### src/rtl/mulpipe_pkg.sv
package mulpipe_pkg;

  // Pipeline stage that a grid cell occupies: row weight counts twice
  // because the sum from the row above arrives from the diagonal neighbour.
  function automatic int cellStage(input int row, input int col);
    return 2 * row + col;
  endfunction

  // Total register count from operand ports to product port.
  function automatic int pipeLatency(input int width);
    return 3 * width - 2;
  endfunction

endpackage

### src/rtl/mp_delay.sv
module mp_delay #(
  parameter int DEPTH = 1
) (
  input  logic             clk,
  input  logic [DEPTH-1:0] en,
  input  logic             d,
  output logic             q
);

  logic [DEPTH-1:0] chain;

  // Each tap loads only when its own stage holds a live operation.
  always_ff @(posedge clk) begin
    if (en[0]) chain[0] <= d;
    for (int k = 1; k < DEPTH; k++) begin
      if (en[k]) chain[k] <= chain[k-1];
    end
  end

  assign q = chain[DEPTH-1];

endmodule

### src/rtl/mp_cell.sv
module mp_cell (
  input  logic clk,
  input  logic en,
  input  logic aBit,
  input  logic bBit,
  input  logic sumIn,
  input  logic carryIn,
  output logic sumOut,
  output logic carryOut
);

  logic partial;
  logic sumNext;
  logic carryNext;

  always_comb begin
    partial   = aBit & bBit;
    sumNext   = partial ^ sumIn ^ carryIn;
    carryNext = (partial & sumIn) | (partial & carryIn) | (sumIn & carryIn);
  end

  always_ff @(posedge clk) begin
    if (en) begin
      sumOut   <= sumNext;
      carryOut <= carryNext;
    end
  end

endmodule

### src/rtl/mp_ctrl.sv
module mp_ctrl #(
  parameter int LAT = 22
) (
  input  logic           clk,
  input  logic           rst,
  input  logic           inValid,
  output logic [LAT-1:0] stageEn,
  output logic           outValid
);

  localparam int CW = $clog2(LAT + 1) + 1;

  logic [LAT-1:0] vPipe;

  always_ff @(posedge clk) begin
    if (rst) begin
      vPipe <= '0;
    end else begin
      vPipe[0] <= inValid;
      for (int k = 1; k < LAT; k++) vPipe[k] <= vPipe[k-1];
    end
  end

  // Stage s is busy when the operation issued s cycles ago was valid.
  always_comb begin
    stageEn[0] = inValid;
    for (int k = 1; k < LAT; k++) stageEn[k] = vPipe[k-1];
  end

  assign outValid = vPipe[LAT-1];

  // Assertion support: independent occupancy and idle-run counters.
  logic [CW-1:0] flightCnt;
  logic [CW-1:0] idleRun;
  logic          rstPrev;

  always_ff @(posedge clk) begin
    rstPrev <= rst;
    if (rst) begin
      flightCnt <= '0;
      idleRun   <= '0;
    end else begin
      flightCnt <= flightCnt + CW'(inValid) - CW'(outValid);
      if (inValid)                idleRun <= '0;
      else if (idleRun != CW'(LAT)) idleRun <= idleRun + 1'b1;
    end
  end

  AST_FLIGHT_BOUND: assert property (@(posedge clk) disable iff (rst)
    flightCnt <= CW'(LAT));

  AST_OUT_HAS_SOURCE: assert property (@(posedge clk) disable iff (rst)
    outValid |-> flightCnt != '0);

  AST_IDLE_DRAIN: assert property (@(posedge clk) disable iff (rst)
    idleRun == CW'(LAT) |-> !outValid);

  always @(posedge clk) begin
    if (rstPrev) begin
      AST_RESET_QUIET: assert (!outValid);
    end
  end

endmodule

### src/rtl/mp_array.sv
module mp_array #(
  parameter int W   = 8,
  parameter int LAT = 22
) (
  input  logic           clk,
  input  logic [LAT-1:0] stageEn,
  input  logic [W-1:0]   opA,
  input  logic [W-1:0]   opB,
  output logic [2*W-1:0] product
);

  import mulpipe_pkg::*;

  // Flattened grid nets, index row*W + col.
  logic [W*W-1:0] aTap;
  logic [W*W-1:0] bTap;
  logic [W*W-1:0] sumOut;
  logic [W*W-1:0] carryOut;
  logic [W-1:0]   topSum;

  // Multiplicand skew: bit j enters row 0 at stage j.
  for (genvar j = 0; j < W; j++) begin : g_aSkew
    if (j == 0) begin : g_direct
      assign aTap[0] = opA[0];
    end else begin : g_delay
      mp_delay #(.DEPTH(j)) uSkew (
        .clk(clk), .en(stageEn[j-1:0]), .d(opA[j]), .q(aTap[j])
      );
    end
  end

  // Multiplier skew: bit i enters column 0 of row i at stage 2i.
  for (genvar i = 0; i < W; i++) begin : g_bSkew
    if (i == 0) begin : g_direct
      assign bTap[0] = opB[0];
    end else begin : g_delay
      mp_delay #(.DEPTH(2*i)) uSkew (
        .clk(clk), .en(stageEn[2*i-1:0]), .d(opB[i]), .q(bTap[i*W])
      );
    end
  end

  for (genvar i = 0; i < W; i++) begin : g_row
    // Top-of-row sum input: zero in row 0, delayed carry-out above otherwise.
    if (i == 0) begin : g_top0
      assign topSum[0] = 1'b0;
    end else begin : g_topN
      mp_delay #(.DEPTH(1)) uTop (
        .clk(clk),
        .en(stageEn[cellStage(i, W-2) : cellStage(i, W-2)]),
        .d(carryOut[(i-1)*W + W-1]),
        .q(topSum[i])
      );
    end

    for (genvar j = 0; j < W; j++) begin : g_col
      localparam int S = cellStage(i, j);
      logic sumIn;
      logic carryIn;

      if (i == 0)          begin : g_s0 assign sumIn = 1'b0;              end
      else if (j == W-1)   begin : g_sT assign sumIn = topSum[i];          end
      else                 begin : g_sD assign sumIn = sumOut[(i-1)*W + j+1]; end

      if (j == 0) begin : g_c0 assign carryIn = 1'b0;                  end
      else        begin : g_cR assign carryIn = carryOut[i*W + j-1];   end

      mp_cell uCell (
        .clk(clk), .en(stageEn[S]),
        .aBit(aTap[i*W + j]), .bBit(bTap[i*W + j]),
        .sumIn(sumIn), .carryIn(carryIn),
        .sumOut(sumOut[i*W + j]), .carryOut(carryOut[i*W + j])
      );

      // Multiplier bit moves one column right per stage.
      if (j < W-1) begin : g_bPass
        mp_delay #(.DEPTH(1)) uB (
          .clk(clk), .en(stageEn[S:S]), .d(bTap[i*W + j]), .q(bTap[i*W + j+1])
        );
      end
      // Multiplicand bit moves one row down every two stages.
      if (i < W-1) begin : g_aPass
        mp_delay #(.DEPTH(2)) uA (
          .clk(clk), .en(stageEn[S+1:S]), .d(aTap[i*W + j]), .q(aTap[(i+1)*W + j])
        );
      end
    end
  end

  // Deskew of low product bits, finished by column 0 of each early row.
  for (genvar k = 0; k < W-1; k++) begin : g_lowOut
    localparam int P = cellStage(k, 0) + 1;
    mp_delay #(.DEPTH(LAT-P)) uDeskew (
      .clk(clk), .en(stageEn[LAT-1:P]), .d(sumOut[k*W]), .q(product[k])
    );
  end

  // Deskew of the bits produced by the last row.
  for (genvar j = 0; j < W; j++) begin : g_highOut
    localparam int P = cellStage(W-1, j) + 1;
    if (j == W-1) begin : g_direct
      assign product[W-1+j] = sumOut[(W-1)*W + j];
    end else begin : g_delay
      mp_delay #(.DEPTH(LAT-P)) uDeskew (
        .clk(clk), .en(stageEn[LAT-1:P]), .d(sumOut[(W-1)*W + j]), .q(product[W-1+j])
      );
    end
  end

  assign product[2*W-1] = carryOut[W*W-1];

endmodule

### src/rtl/array_mult_pipe.sv
module array_mult_pipe #(
  parameter int WIDTH = 8
) (
  input  logic               clk,
  input  logic               rst,
  input  logic               inValid,
  input  logic [WIDTH-1:0]   opA,
  input  logic [WIDTH-1:0]   opB,
  output logic               outValid,
  output logic [2*WIDTH-1:0] product
);

  import mulpipe_pkg::*;

  localparam int LATENCY = pipeLatency(WIDTH);
  localparam logic [2*WIDTH-1:0] MAX_PROD =
    {{WIDTH{1'b0}}, {WIDTH{1'b1}}} * {{WIDTH{1'b0}}, {WIDTH{1'b1}}};

  logic [LATENCY-1:0] stageEn;

  mp_ctrl #(.LAT(LATENCY)) uCtrl (
    .clk(clk), .rst(rst), .inValid(inValid),
    .stageEn(stageEn), .outValid(outValid)
  );

  mp_array #(.W(WIDTH), .LAT(LATENCY)) uArray (
    .clk(clk), .stageEn(stageEn), .opA(opA), .opB(opB), .product(product)
  );

  AST_PROD_RANGE: assert property (@(posedge clk) disable iff (rst)
    outValid |-> product <= MAX_PROD);

endmodule

### config.mk
export PLATFORM = sky130hd
export DESIGN_NAME = array_mult_pipe
export DESIGN_NICKNAME = d
export VERILOG_FILES = /design/src/rtl/mulpipe_pkg.sv /design/src/rtl/mp_delay.sv /design/src/rtl/mp_cell.sv /design/src/rtl/mp_ctrl.sv /design/src/rtl/mp_array.sv /design/src/rtl/array_mult_pipe.sv
export SDC_FILE = /design/constraint.sdc
export NUM_CORES = 1
export LEC_CHECK = 0
export CORE_ASPECT_RATIO = 0.8
export CORE_MARGIN = 2
export CORE_UTILIZATION = 45
export CTS_CLUSTER_DIAMETER = 40
export DETAILED_ROUTE_END_ITERATION = 16
export HOLD_SLACK_MARGIN = 0.05
export PLACE_DENSITY = 0.62
export RECOVER_POWER = 25
export SYNTH_ARGS = -nofsm -noshare
export SYNTH_HDL_FRONTEND = slang
export SYNTH_SLANG_ARGS = --single-unit
### constraint.sdc
create_clock -name clk -period 1.3 [get_ports clk]
set_input_delay 0.39 -clock clk [delete_from_list [all_inputs] [get_ports clk]]
set_output_delay 0.39 -clock clk [all_outputs]
set_load 0.005 [all_outputs]
==> metrics list <==
- VDD IR-drop max: 0.00116 V
* Violated checks: negative setup slack
- Net switching is 18.9% of the power.
- On the final layout, the worst clock skew is 0.0225 ns.
- Entering global routing, the biggest net connects 30 pins.
- Clock tree synthesis inserted a total of 52 buffers.
* Ratio of cells with drive above 1 in the final layout: 14.1%
- The detail route stage leaves a number of antenna-violating nets equal to 0.
- Total of flip-flops plus latches after synthesis: 533
- Max Buffers Root-to-Sink: 3
- NumNets Final: 1058
* Clock network power share: 43.2%
- In the final routed layout, each cell accounts on average for 11.5 um.
* Total routed wire length on the met1 layer: 6.59 mm
* Crit path buffers/inverters: 1
- Mean instance size in the synthesized netlist: 20.5 sq um
- Top Family by Delay on Critical Path: flip-flops
* Placed insts: 1465
- Period Utilization, post-route: 112%
- The tree built by TritonCTS fans out to 533 sinks.
- Final TNS setup: -2.24 ns
- The Yosys step of the flow raised 0 warnings.
* Fillcell total: 3089
* Hold-fix buffers at CTS: 0
- Max Transition Viols Final: 0
* Internal power: 26.9 mW
- The number of antenna diodes in the final layout is 0.
* Count of distinct cell types in the synthesized netlist: 12
- The cell area that synthesis handed to floorplanning was 18200 sq um.
- STA classifies the critical path endpoint as an output pin.
- Among all stages on the critical path, the largest delay is contributed by sky130_fd_sc_hd__edfxtp_1.
- Across the run, the number of max-cap violations was 0.
* # rows: 65
* Number of hold-slack violations in the final timing report: 0
- Clock-pin slew on the worst setup and hold paths: 0.06 ns
- After clock tree synthesis, the setup repair step added 0 buffers.
- Sequential fraction of the synthesis area: 86.9%
* Routed wl met3: 942 um
- Die ar.: 42000 sq um
* Drc violations: 0
- For this design the total switching power over the nets is 6.28 mW.
- Post-synthesis to final-layout area growth: 15.7%
- Global routing finished with a remaining overflow of 0.
- For this run, the total global-route usage over all layers was measured as 9.12%.
- Final wirelength: 17.9 mm
- The tree is rooted in a sky130_fd_sc_hd__clkbuf_16.
- Cell leakage power: 7.59 nW
* Critical Path AT: 1.06 ns
- The most critical setup path has its startpoint at uArray.g_lowOut[2].uDeskew.chain[16]$_DFFE_PP_.
- HPWL Detailed: 11.0 mm
- Upper clock frequency limit: 0.688 GHz
* Horizontal extent of the die: 229 um
* Total via count after detailed routing: 6645
* Slew HR: 81.7%
* Smallest hold slack: 0.406 ns
- Routability-driven placement finished with a final weighted congestion of 0.679.
- STA classifies the critical path startpoint as a flip-flop.
* Number of DRC markers after the initial detailed-route iteration: 326
- The startpoint identified for the worst register-to-register timing path is uArray.g_row[3].g_col[2].uCell.carryOut$_DFFE_PP_.
* Count of TritonRoute iterations in the first routing pass: 4
- CTS built an H-tree with a depth of 2.
- Setup repair after global routing could not meet its margin everywhere.
- Synthesis handed over a netlist of 885 instances.
- Vertical die dimension: 184 um
* Placeable Area: 39600 sq um
* Count of input and output buffers: 35
- On the worst path, the slowest cell contributes a delay of 0.37 ns.
- Number of cells in the finished layout apart from fillers: 1561
* Final setup slack of the worst path: -0.153 ns
- The critical path goes through buf_2.
- For this design the ratio of total power to cell area is 1580 nW/um^2.
- Clock period minus worst slack: 1.45 ns
- Via count of the first global-routing pass: 6908
- Of all nets on the critical path, the largest fanout is 1.
* Part of the total power dissipated in sequential elements: 56.4%
* CTS tree: built
- The critical path is of the flip-flop to output pin type.
* Fraction of power consumed by combinational cells: 0.5%
- When the netlist entered floorplanning its net count stood at 960.
- Global-route wire length before repair: 31.2 mm
- The highest metal layer carrying signal wires in the routed design is met4.
- The routed design uses 9.80 mm of met2 wire.
* Final setup vio count: 17
- CP required: 0.91 ns
- Antenna violations before repair: 0
- Outcome: finished, violations left
* Startpoint of the most critical hold path: uArray.g_row[4].g_col[2].g_aPass.uA.chain[0]$_DFFE_PP_
- For this configuration, the core starts out at a cell density of 45.9%.
- Number of top-level pins: 36
- Post-detailed-placement cell area: 19400 sq um
- Transition time at the pin with the least slew margin: 0.274 ns
* Routed vias/inst: 4.26
* Min-Delay Path Class: flip-flop to flip-flop
* Clock insertion delay at the later pin of the skew report: 0.57 ns
- Finished layout cell area: 21000 sq um
## through the flow
| step | util, % | power, mW | setup WS (ns) |
|---|---|---|---|
| after floorplan | - | 19.1 | 0.0239 |
| after global placement | 49.1 | 19.2 | -0.0907 |
| after detailed placement | 49.1 | 19.2 | -0.0998 |
| after CTS | 53.1 | 33.7 | -0.206 |
| after global routing | 53.1 | 34.5 | -0.227 |
| final | 53.1 | 33.2 | -0.153 |
## per-layer routing
layer  vias up  global-route usage, %
li1       3236                      -
met1      3267                   9.04
met2        92                   17.2
met3        50                   2.99
met4         0                   4.29
met5         -                      0
## worst reg2reg max path, delay by kind of cell (launching register included)
| kind | cells | cell delay (ns) |
|---|---|---|
| buffers and inverters | 2 | 0.10 |
| DFF | 1 | 0.34 |
| adders and majority gates | 1 | 0.54 |
## cell type report
type | count | area, sq um | share of cell area, %
flip-flops and latches | 533 | 15800 | 75.1
multi-input cells | 142 | 1520 | 7.23
clock buffers | 59 | 1350 | 6.42
inverters | 192 | 721 | 3.43
well taps | 536 | 671 | 3.19
repair buffers | 62 | 662 | 3.15
clock inverters | 37 | 315 | 1.50
## cell families after synthesis
kind of cell / Yosys count / synth area share [%]
buf+inv: 210 / 4.75
fa+ha+maj: 56 / 5.84
simple gates: 86 / 2.52
flops: 533 / 86.9
## synth_stat cells (all sizes together)
library cell | number | share of area [%]
edfxtp | 511 | 84
inv | 192 | 4.0
fa | 48 | 5.3
nand2 | 48 | 0.99
dfxtp | 22 | 2.4
nor2b | 20 | 0.90
buf | 18 | 0.79
and2 | 16 | 0.55
ha | 8 | 0.55
and2b | 2 | 0.083
## repair_timing
action | 4_1_cts | 5_1_grt
gates cloned | 0 | 0
gates resized for setup | 67 | 2
setup endpoints to repair | 17 | 17
## placed cells by master, fill, tap and decap left out
cell                              netlist  routed
sky130_fd_sc_hd__edfxtp_1             511     511
sky130_fd_sc_hd__and2_1                16      15
sky130_fd_sc_hd__buf_2                  0      16
sky130_fd_sc_hd__dfxtp_1               22      21
sky130_fd_sc_hd__clkinv_2               0      13
sky130_fd_sc_hd__clkbuf_1               0       6
sky130_fd_sc_hd__inv_6                  0       5
sky130_fd_sc_hd__fa_1                  48      48
sky130_fd_sc_hd__dlygate4sd3_1          0      16
sky130_fd_sc_hd__clkinv_4               0       6
sky130_fd_sc_hd__and2_0                 0       1
sky130_fd_sc_hd__nor2b_2               15      15
sky130_fd_sc_hd__clkdlybuf4s50_1        0       2
sky130_fd_sc_hd__buf_12                 0      15
sky130_fd_sc_hd__bufinv_16              0       3
sky130_fd_sc_hd__buf_6                  2       1
sky130_fd_sc_hd__inv_1                192     192
sky130_fd_sc_hd__nand2_1               48      48
sky130_fd_sc_hd__clkinv_1               0       5
sky130_fd_sc_hd__clkbuf_16              0      53
sky130_fd_sc_hd__inv_8                  0       2
sky130_fd_sc_hd__buf_4                 16      12
sky130_fd_sc_hd__nor2b_1                5       5
sky130_fd_sc_hd__and2b_1                2       2
sky130_fd_sc_hd__dfxtp_2                0       1
sky130_fd_sc_hd__ha_1                   8       8
sky130_fd_sc_hd__clkinvlp_4             0       3
## worst paths after layout
| check | cells past startpoint | endpoint | slack [ns] |
|---|---|---|---|
| max | 1 | product[2] | -0.15 |
| min | 0 | uArray.g_row[4].g_col[2].g_aPass.uA.chain[1]$_DFFE_PP_ | 0.41 |
| max reg2reg | 3 | uArray.g_row[3].g_col[3].uCell.sumOut$_DFFE_PP_ | 0.08 |
| min reg2reg | 0 | uArray.g_row[4].g_col[2].g_aPass.uA.chain[1]$_DFFE_PP_ | 0.41 |
## flip-flops by register name (all words and copies together), names as in the netlist, 27 cells and up
name / cells
uArray.g_row.g_col.g_aPass.uA.chain: 112
uArray.g_row.g_col.g_bPass.uB.q: 56
uArray.g_lowOut.uDeskew.chain: 105
uArray.g_aSkew.g_delay.uSkew.chain: 27
uArray.g_highOut.g_delay.uDeskew.chain: 27
uArray.g_row.g_col.uCell.sumOut: 64
uArray.g_row.g_col.uCell.carryOut: 56
uArray.g_bSkew.g_delay.uSkew.chain: 56
## power by group through the flow
stage	Clock, mW	Combinational (mW)	Sequential (mW)
after floorplan	0	0.0298	19.1
after global placement	0	0.161	19.1
after detailed placement	0	0.166	19.1
after CTS	14.8	0.166	18.7
after global routing	15.6	0.168	18.7
final	14.3	0.152	18.7
(Power assumes the default switching activity.)
